`config.mk`:
```
export PLATFORM = sky130hd
export DESIGN_NAME = byte_shuffle_unit
export DESIGN_NICKNAME = d
export VERILOG_FILES = /design/src/rtl/bsu_pkg.sv /design/src/rtl/bsu_lane_mux.sv /design/src/rtl/bsu_ctrl.sv /design/src/rtl/bsu_datapath.sv /design/src/rtl/byte_shuffle_unit.sv
export SDC_FILE = /design/constraint.sdc
export NUM_CORES = 1
export LEC_CHECK = 0
export BUFFER_PORTS_ARGS = -buffer_cell sky130_fd_sc_hd__buf_2
export CAP_MARGIN = 25
export CORE_MARGIN = 2
export CORE_UTILIZATION = 50
export DETAILED_ROUTE_END_ITERATION = 10
export PLACE_DENSITY = 0.75
export SYNTH_ARGS = -nofsm -noshare
export SYNTH_HDL_FRONTEND = slang
export SYNTH_SLANG_ARGS = --single-unit
```
`constraint.sdc`:
```
create_clock -name clk -period 3.1 [get_ports clk]
set_input_delay 0.465 -clock clk [delete_from_list [all_inputs] [get_ports clk]]
set_output_delay 0.465 -clock clk [all_outputs]
set_load 0.03 [all_outputs]
```
`src/rtl/bsu_pkg.sv`:
```
package bsu_pkg;

  typedef enum logic {
    OP_MASKSET = 1'b0,
    OP_SHUFFLE = 1'b1
  } bsu_op_e;

  typedef struct packed {
    logic maskSet;
    logic shuffle;
    logic statLoad;
    logic resLoad;
  } bsu_strobe_t;

endpackage

```
`src/rtl/bsu_lane_mux.sv`:
```
module bsu_lane_mux #(
  parameter int DATA_W = 64,
  parameter int LANE_W = 8,
  parameter int SEL_W  = 4
) (
  input  logic [DATA_W-1:0] srcA,
  input  logic [DATA_W-1:0] srcB,
  input  logic [SEL_W-1:0]  sel,
  output logic [LANE_W-1:0] laneOut
);
  localparam int POOL_W = 2 * DATA_W;

  logic [POOL_W-1:0] pool;

  // srcA fills the low byte indices, srcB the high ones
  assign pool    = {srcB, srcA};
  assign laneOut = pool[sel * LANE_W +: LANE_W];
endmodule

```
`src/rtl/bsu_ctrl.sv`:
```
module bsu_ctrl
  import bsu_pkg::*;
(
  input  logic        clk,
  input  logic        rst,
  input  logic        opValid,
  input  logic        opSel,
  input  logic        statWrEn,
  output bsu_strobe_t strobe,
  output logic        resValid
);
  bsu_op_e opKind;

  assign opKind = bsu_op_e'(opSel);

  always_comb begin
    strobe          = '0;
    strobe.resLoad  = opValid && !rst;
    strobe.maskSet  = opValid && !rst && (opKind == OP_MASKSET);
    strobe.shuffle  = opValid && !rst && (opKind == OP_SHUFFLE);
    strobe.statLoad = statWrEn && !rst;
  end

  always_ff @(posedge clk) begin
    if (rst) resValid <= 1'b0;
    else     resValid <= strobe.resLoad;
  end

  // valid follows acceptance by exactly one cycle
  assert_valid_after_issue_R6: assert property (@(posedge clk) disable iff (rst)
    opValid |=> resValid);
  assert_idle_no_valid_R6: assert property (@(posedge clk) disable iff (rst)
    !opValid |=> !resValid);
endmodule

```
`src/rtl/bsu_datapath.sv`:
```
module bsu_datapath
  import bsu_pkg::*;
#(
  parameter int DATA_W = 64,
  parameter int LANE_W = 8
) (
  input  logic              clk,
  input  logic              rst,
  input  bsu_strobe_t       strobe,
  input  logic [DATA_W-1:0] srcA,
  input  logic [DATA_W-1:0] srcB,
  input  logic [DATA_W-1:0] statWrData,
  output logic [DATA_W-1:0] resData,
  output logic [DATA_W-1:0] statusReg
);
  localparam int NUM_LANES = DATA_W / LANE_W;
  localparam int SEL_W     = $clog2(2 * NUM_LANES);
  localparam int MASK_W    = NUM_LANES * SEL_W;
  localparam int LOW_W     = DATA_W - MASK_W;

  logic [DATA_W-1:0] sumVal;
  logic [DATA_W-1:0] shufVal;
  logic [MASK_W-1:0] maskField;

  assign sumVal    = srcA + srcB;
  assign maskField = statusReg[DATA_W-1 -: MASK_W];

  for (genvar g = 0; g < NUM_LANES; g++) begin : gLane
    bsu_lane_mux #(
      .DATA_W(DATA_W),
      .LANE_W(LANE_W),
      .SEL_W (SEL_W)
    ) u_laneMux (
      .srcA   (srcA),
      .srcB   (srcB),
      .sel    (maskField[g*SEL_W +: SEL_W]),
      .laneOut(shufVal[g*LANE_W +: LANE_W])
    );
  end

  always_ff @(posedge clk) begin
    if (rst) begin
      statusReg <= '0;
    end else begin
      if (strobe.statLoad) statusReg <= statWrData;
      if (strobe.maskSet)  statusReg[DATA_W-1 -: MASK_W] <= sumVal[MASK_W-1:0];
    end
  end

  always_ff @(posedge clk) begin
    if (rst)                resData <= '0;
    else if (strobe.resLoad) resData <= strobe.maskSet ? sumVal : shufVal;
  end

  assert_sum_returned_R1: assert property (@(posedge clk) disable iff (rst)
    (strobe.resLoad && strobe.maskSet) |=> resData == ($past(srcA) + $past(srcB)));
  assert_mask_from_sum_R2: assert property (@(posedge clk) disable iff (rst)
    strobe.maskSet |=> statusReg[DATA_W-1 -: MASK_W] ==
      ($past(srcA[MASK_W-1:0]) + $past(srcB[MASK_W-1:0])));
  assert_low_kept_R2: assert property (@(posedge clk) disable iff (rst)
    (strobe.maskSet && !strobe.statLoad) |=> $stable(statusReg[LOW_W-1:0]));
  assert_write_low_R9: assert property (@(posedge clk) disable iff (rst)
    strobe.statLoad |=> statusReg[LOW_W-1:0] == $past(statWrData[LOW_W-1:0]));
  assert_result_hold_R6: assert property (@(posedge clk) disable iff (rst)
    !strobe.resLoad |=> $stable(resData));
endmodule

```
`src/rtl/byte_shuffle_unit.sv`:
```
module byte_shuffle_unit
  import bsu_pkg::*;
#(
  parameter int DATA_W = 64,
  parameter int LANE_W = 8
) (
  input  logic              clk,
  input  logic              rst,
  input  logic              opValid,
  input  logic              opSel,
  input  logic [DATA_W-1:0] srcA,
  input  logic [DATA_W-1:0] srcB,
  input  logic              statWrEn,
  input  logic [DATA_W-1:0] statWrData,
  output logic              resValid,
  output logic [DATA_W-1:0] resData,
  output logic [DATA_W-1:0] statusOut
);
  bsu_strobe_t strobe;

  bsu_ctrl u_ctrl (
    .clk     (clk),
    .rst     (rst),
    .opValid (opValid),
    .opSel   (opSel),
    .statWrEn(statWrEn),
    .strobe  (strobe),
    .resValid(resValid)
  );

  bsu_datapath #(
    .DATA_W(DATA_W),
    .LANE_W(LANE_W)
  ) u_datapath (
    .clk       (clk),
    .rst       (rst),
    .strobe    (strobe),
    .srcA      (srcA),
    .srcB      (srcB),
    .statWrData(statWrData),
    .resData   (resData),
    .statusReg (statusOut)
  );
endmodule

```
==> out/metrics.csv <==
stage,metric,value,unit
status,run_status,"finished, final reports clean",
grt,antenna_found_initial,6,
drt,post-route-drc-count,0,
setup_path,cp_cell_sequence,"buf_2, ha_1, a21oi_1, buf_4, a31oi_1, a211oi_1, buf_4, buf_12, or3_1, a31o_2, a21oi_1, mux2_2, a21oi_1",
die,design.die.area,34800,um^2
sta,slew_headroom,36.6,%
grt,grt_usage,48.3,%
place,port-buffer-count,325,
pwr,combPwrFrac,53.6,%
clocking,hold_buffers,0,
final_layout,syn_to_final_growth,30.6,%
die,die_y,187,um
setup_path,required,3490,ps
drt,wl_per_cell,33.3,um
job,maxCapViolations,0,
sta,hold_viol_final,0,
drt,drt_pass1_iterations,6,
clocking,clk_latency,470,ps
clocking,clock_path_buffers,2,
final_layout,layoutNonFillerInstCount,2551,
grt,grt_overflow,0,
synth,yosysSeqAreaShare,15.5,%
setup_path,rr_worst_depth,5,
grt,grt_pass1_vias,18455,
drt,antenna_left,0,
die,dieWidth,187,um
clocking,cts.clk_slew.worst_paths,70,ps
setup_path,crit_path_frequent_cell,a21oi_1,
synth,yosysWarnings,0,
drt,drt_iter0_drc,2847,
pwr,max-vdd-ir-drop,0.513,mV
synth,synth_area_leaders,"mux4_2, dfxtp_1, ha_1, a211oi_1, mux2i_1",
pwr,leakage,0.00886,uW
clocking,cts-root-buf,clkbuf_16,
clocking,clkSinkCount,129,
place,gp_congestion,1.08,
sta,fin_skew,15.2,ps
sta,period_minus_slack,3050,ps
clocking,cts_tree,built,
place,dpl.cell_count,2513,
clocking,cts_made_buffers,17,
synth,syn_area_per_cell,10.8,um^2
drt,via_per_inst,7.33,
clocking,cts.htree.levels,4,
synth,ys_ff_latch,129,
grt,grt_pass1_wl,123,mm
pwr,powerDensity,416,nW/um^2
synth,synth_area,16700,um^2
drt,drt_wl_total,85.0,mm
die,start_util,51.0,%
synth,syn_nets,1808,
sta,worst_pin_slew,950,ps
setup_path,path_max_fanout,5,
pwr,pwr-share-clk,24.4,%
pwr,p_int,5180,uW
drt,vias,18701,
die,rows,66,
synth,ys_types,74,
synth,synth.top_cell.area_share,43.2,%
synth,async_reset_ff_share,0,%
sta,setup_viol,0,
sta,fin_crit_sh,98.5,%
pwr,switching_power,3880,uW
synth,yosysTopAreaCell,mux4_2,
die,num_io_pins,326,
grt,grt_max_degree,76,
pwr,p_sw_share,42.8,%
min_path,min_path_cells,3,
sta,finalHoldWorstSlack,236,ps
setup_path,path_class,in2reg,
final_layout,nets,2352,
setup_path,critPathMaxStageDelay,520,ps
synth,synth_edf_count,0,
place,dp_hpwl,65.6,mm
sta,timing.fmax,0.327,GHz
die,coreArea,32700,um^2
sta,slew_violations,0,
synth,synth-main-ff-cell,dfxtp_1,
setup_path,critPathSlowestCell,or3_1,
setup_path,startpoint_type,input pin,
setup_path,arrival,3450,ps
setup_path,end_kind,flop,
synth,netlist_instances,1547,
pwr,seqPwrFrac,22.0,%
final_layout,drive_above_1_share,51.0,%
min_path,holdCritPathClass,in2reg,
state kept, by name, summed over array words and instances, names as in the netlist:
name	cells
u_datapath.statusReg	64
u_ctrl.resValid	1
u_datapath.resData	64
power groups by stage:
stage	clock network [uW]	registers [uW]	logic (uW)
final	2210	1990	4850
after global routing	2270	2000	5000
after CTS	2200	1980	4690
after detailed placement	0	2020	4660
after global placement	0	2010	4620
after floorplan	0	2210	2420
metrics by stage:
stage / total power, uW / utilization (%) / worst slack (ps) / area [um^2] / TNS, ps
4_1_cts: 8870 / 66.4 / 33.1 / 21700 / 0
6_report: 9060 / 66.6 / 45.3 / 21800 / 0
5_1_grt: 9280 / 66.6 / -40.3 / 21800 / -40.3
3_3_place_gp: 6630 / 64.5 / -455 / 21100 / -12640
3_5_place_dp: 6680 / 64.5 / -458 / 21100 / -14680
2_1_floorplan: 4630 / - / 122 / 16700 / 0
placed cells by master, fill, tap and decap left out, types with 39 or more instances in the layout:
| cell type | synthesis | final |
|---|---|---|
| a21oi_1 | 97 | 96 |
| nor2_1 | 135 | 135 |
| dfxtp_1 | 129 | 121 |
| nor2b_1 | 40 | 39 |
| buf_4 | 2 | 345 |
| nand2_1 | 86 | 86 |
| a211oi_1 | 88 | 88 |
| mux4_2 | 320 | 320 |
| mux2i_1 | 61 | 61 |
| o21ai_0 | 51 | 51 |
| ha_1 | 63 | 58 |
| buf_2 | 25 | 321 |
Yosys cell counts, types with 4 or more instances:
| master | count |
|---|---|
| a21boi_0 | 8 |
| o211ai_1 | 12 |
| nand4_1 | 14 |
| o21a_1 | 12 |
| nand2_1 | 86 |
| and2_1 | 11 |
| o221ai_1 | 5 |
| xnor2_1 | 31 |
| o31ai_1 | 6 |
| o21ai_1 | 4 |
| nor3_1 | 15 |
| nor4_1 | 4 |
| clkbuf_1 | 94 |
| a311oi_1 | 4 |
| ha_1 | 63 |
| nor2_1 | 135 |
| buf_1 | 33 |
| a31oi_1 | 19 |
| o21bai_1 | 9 |
| o22ai_1 | 10 |
| o21ai_0 | 51 |
| a21oi_1 | 97 |
| buf_2 | 25 |
| or4_1 | 4 |
| a21o_1 | 22 |
| nor2b_1 | 40 |
| inv_1 | 17 |
| dfxtp_1 | 129 |
| nand2b_1 | 7 |
| xor2_1 | 18 |
| mux2i_1 | 61 |
| mux4_2 | 320 |
| a211oi_1 | 88 |
| or3_1 | 6 |
| and3_1 | 11 |
| nand3_1 | 16 |
worst max-delay path, delay by kind of cell:
| family | cells | cell delay [ps] |
|---|---|---|
| muxes | 1 | 350 |
| AOI/OAI and AO/OA | 6 | 1110 |
| buffers and inverters | 4 | 550 |
| and+or+nand+nor | 1 | 520 |
| adders and majority gates | 1 | 440 |
layer usage:
metal	vias to the layer above	share of wire (%)	global-route usage, %
met5	-	0.039	0
met4	4	7.7	28.8
met3	393	15	17.1
met2	1854	43	71.1
met1	9044	35	61.5
li1	7406	-	-
worst paths after layout:
path	startpoint	to	slack [ps]
max	srcA[4]	u_datapath.resData[55]$_SDFFE_PP0P_	50
min	statWrData[2]	u_datapath.statusReg[2]$_SDFFE_PP0P_	240
max reg2reg	u_datapath.statusReg[37]$_SDFFE_PP0P_	u_datapath.resData[14]$_SDFFE_PP0P_	630
min reg2reg	u_datapath.statusReg[9]$_SDFFE_PP0P_	u_datapath.statusReg[9]$_SDFFE_PP0P_	500
timing repair:
item	CTS	global route
endpoints found under the setup margin	2	14
setup buffers	0	1
resized for setup	1	13
pin swaps	0	3
cell families (layout without fill, tap and decap cells):
| family | Yosys count | count (layout) | synth area share [%] |
|---|---|---|---|
| flip-flops | 129 | 129 | 15.5 |
| multiplexers | 384 | 384 | 47.1 |
| buffers and inverters | 172 | 729 | 4.11 |
| other | 0 | 5 | 0 |
| AO/OA/AOI/OAI | 384 | 384 | 15.5 |
| adder cells (fa/ha/maj) | 64 | 64 | 4.85 |
| AND/OR/NAND/NOR | 365 | 365 | 10.4 |
| XOR/XNOR | 49 | 49 | 2.57 |
layout make-up:
class / instances / area, um^2
Fill cell: 2620 / 10900
Clock buffer: 17 / 425
Sequential cell: 129 / 2590
Tap cell: 442 / 553
Timing Repair Buffer: 680 / 4480
Clock inverter: 15 / 185
Inverter: 17 / 63.8
Antenna cell: 5 / 12.5
Multi-Input combinational cell: 1246 / 13500
Note: power is estimated with default switching activity, not from simulation.
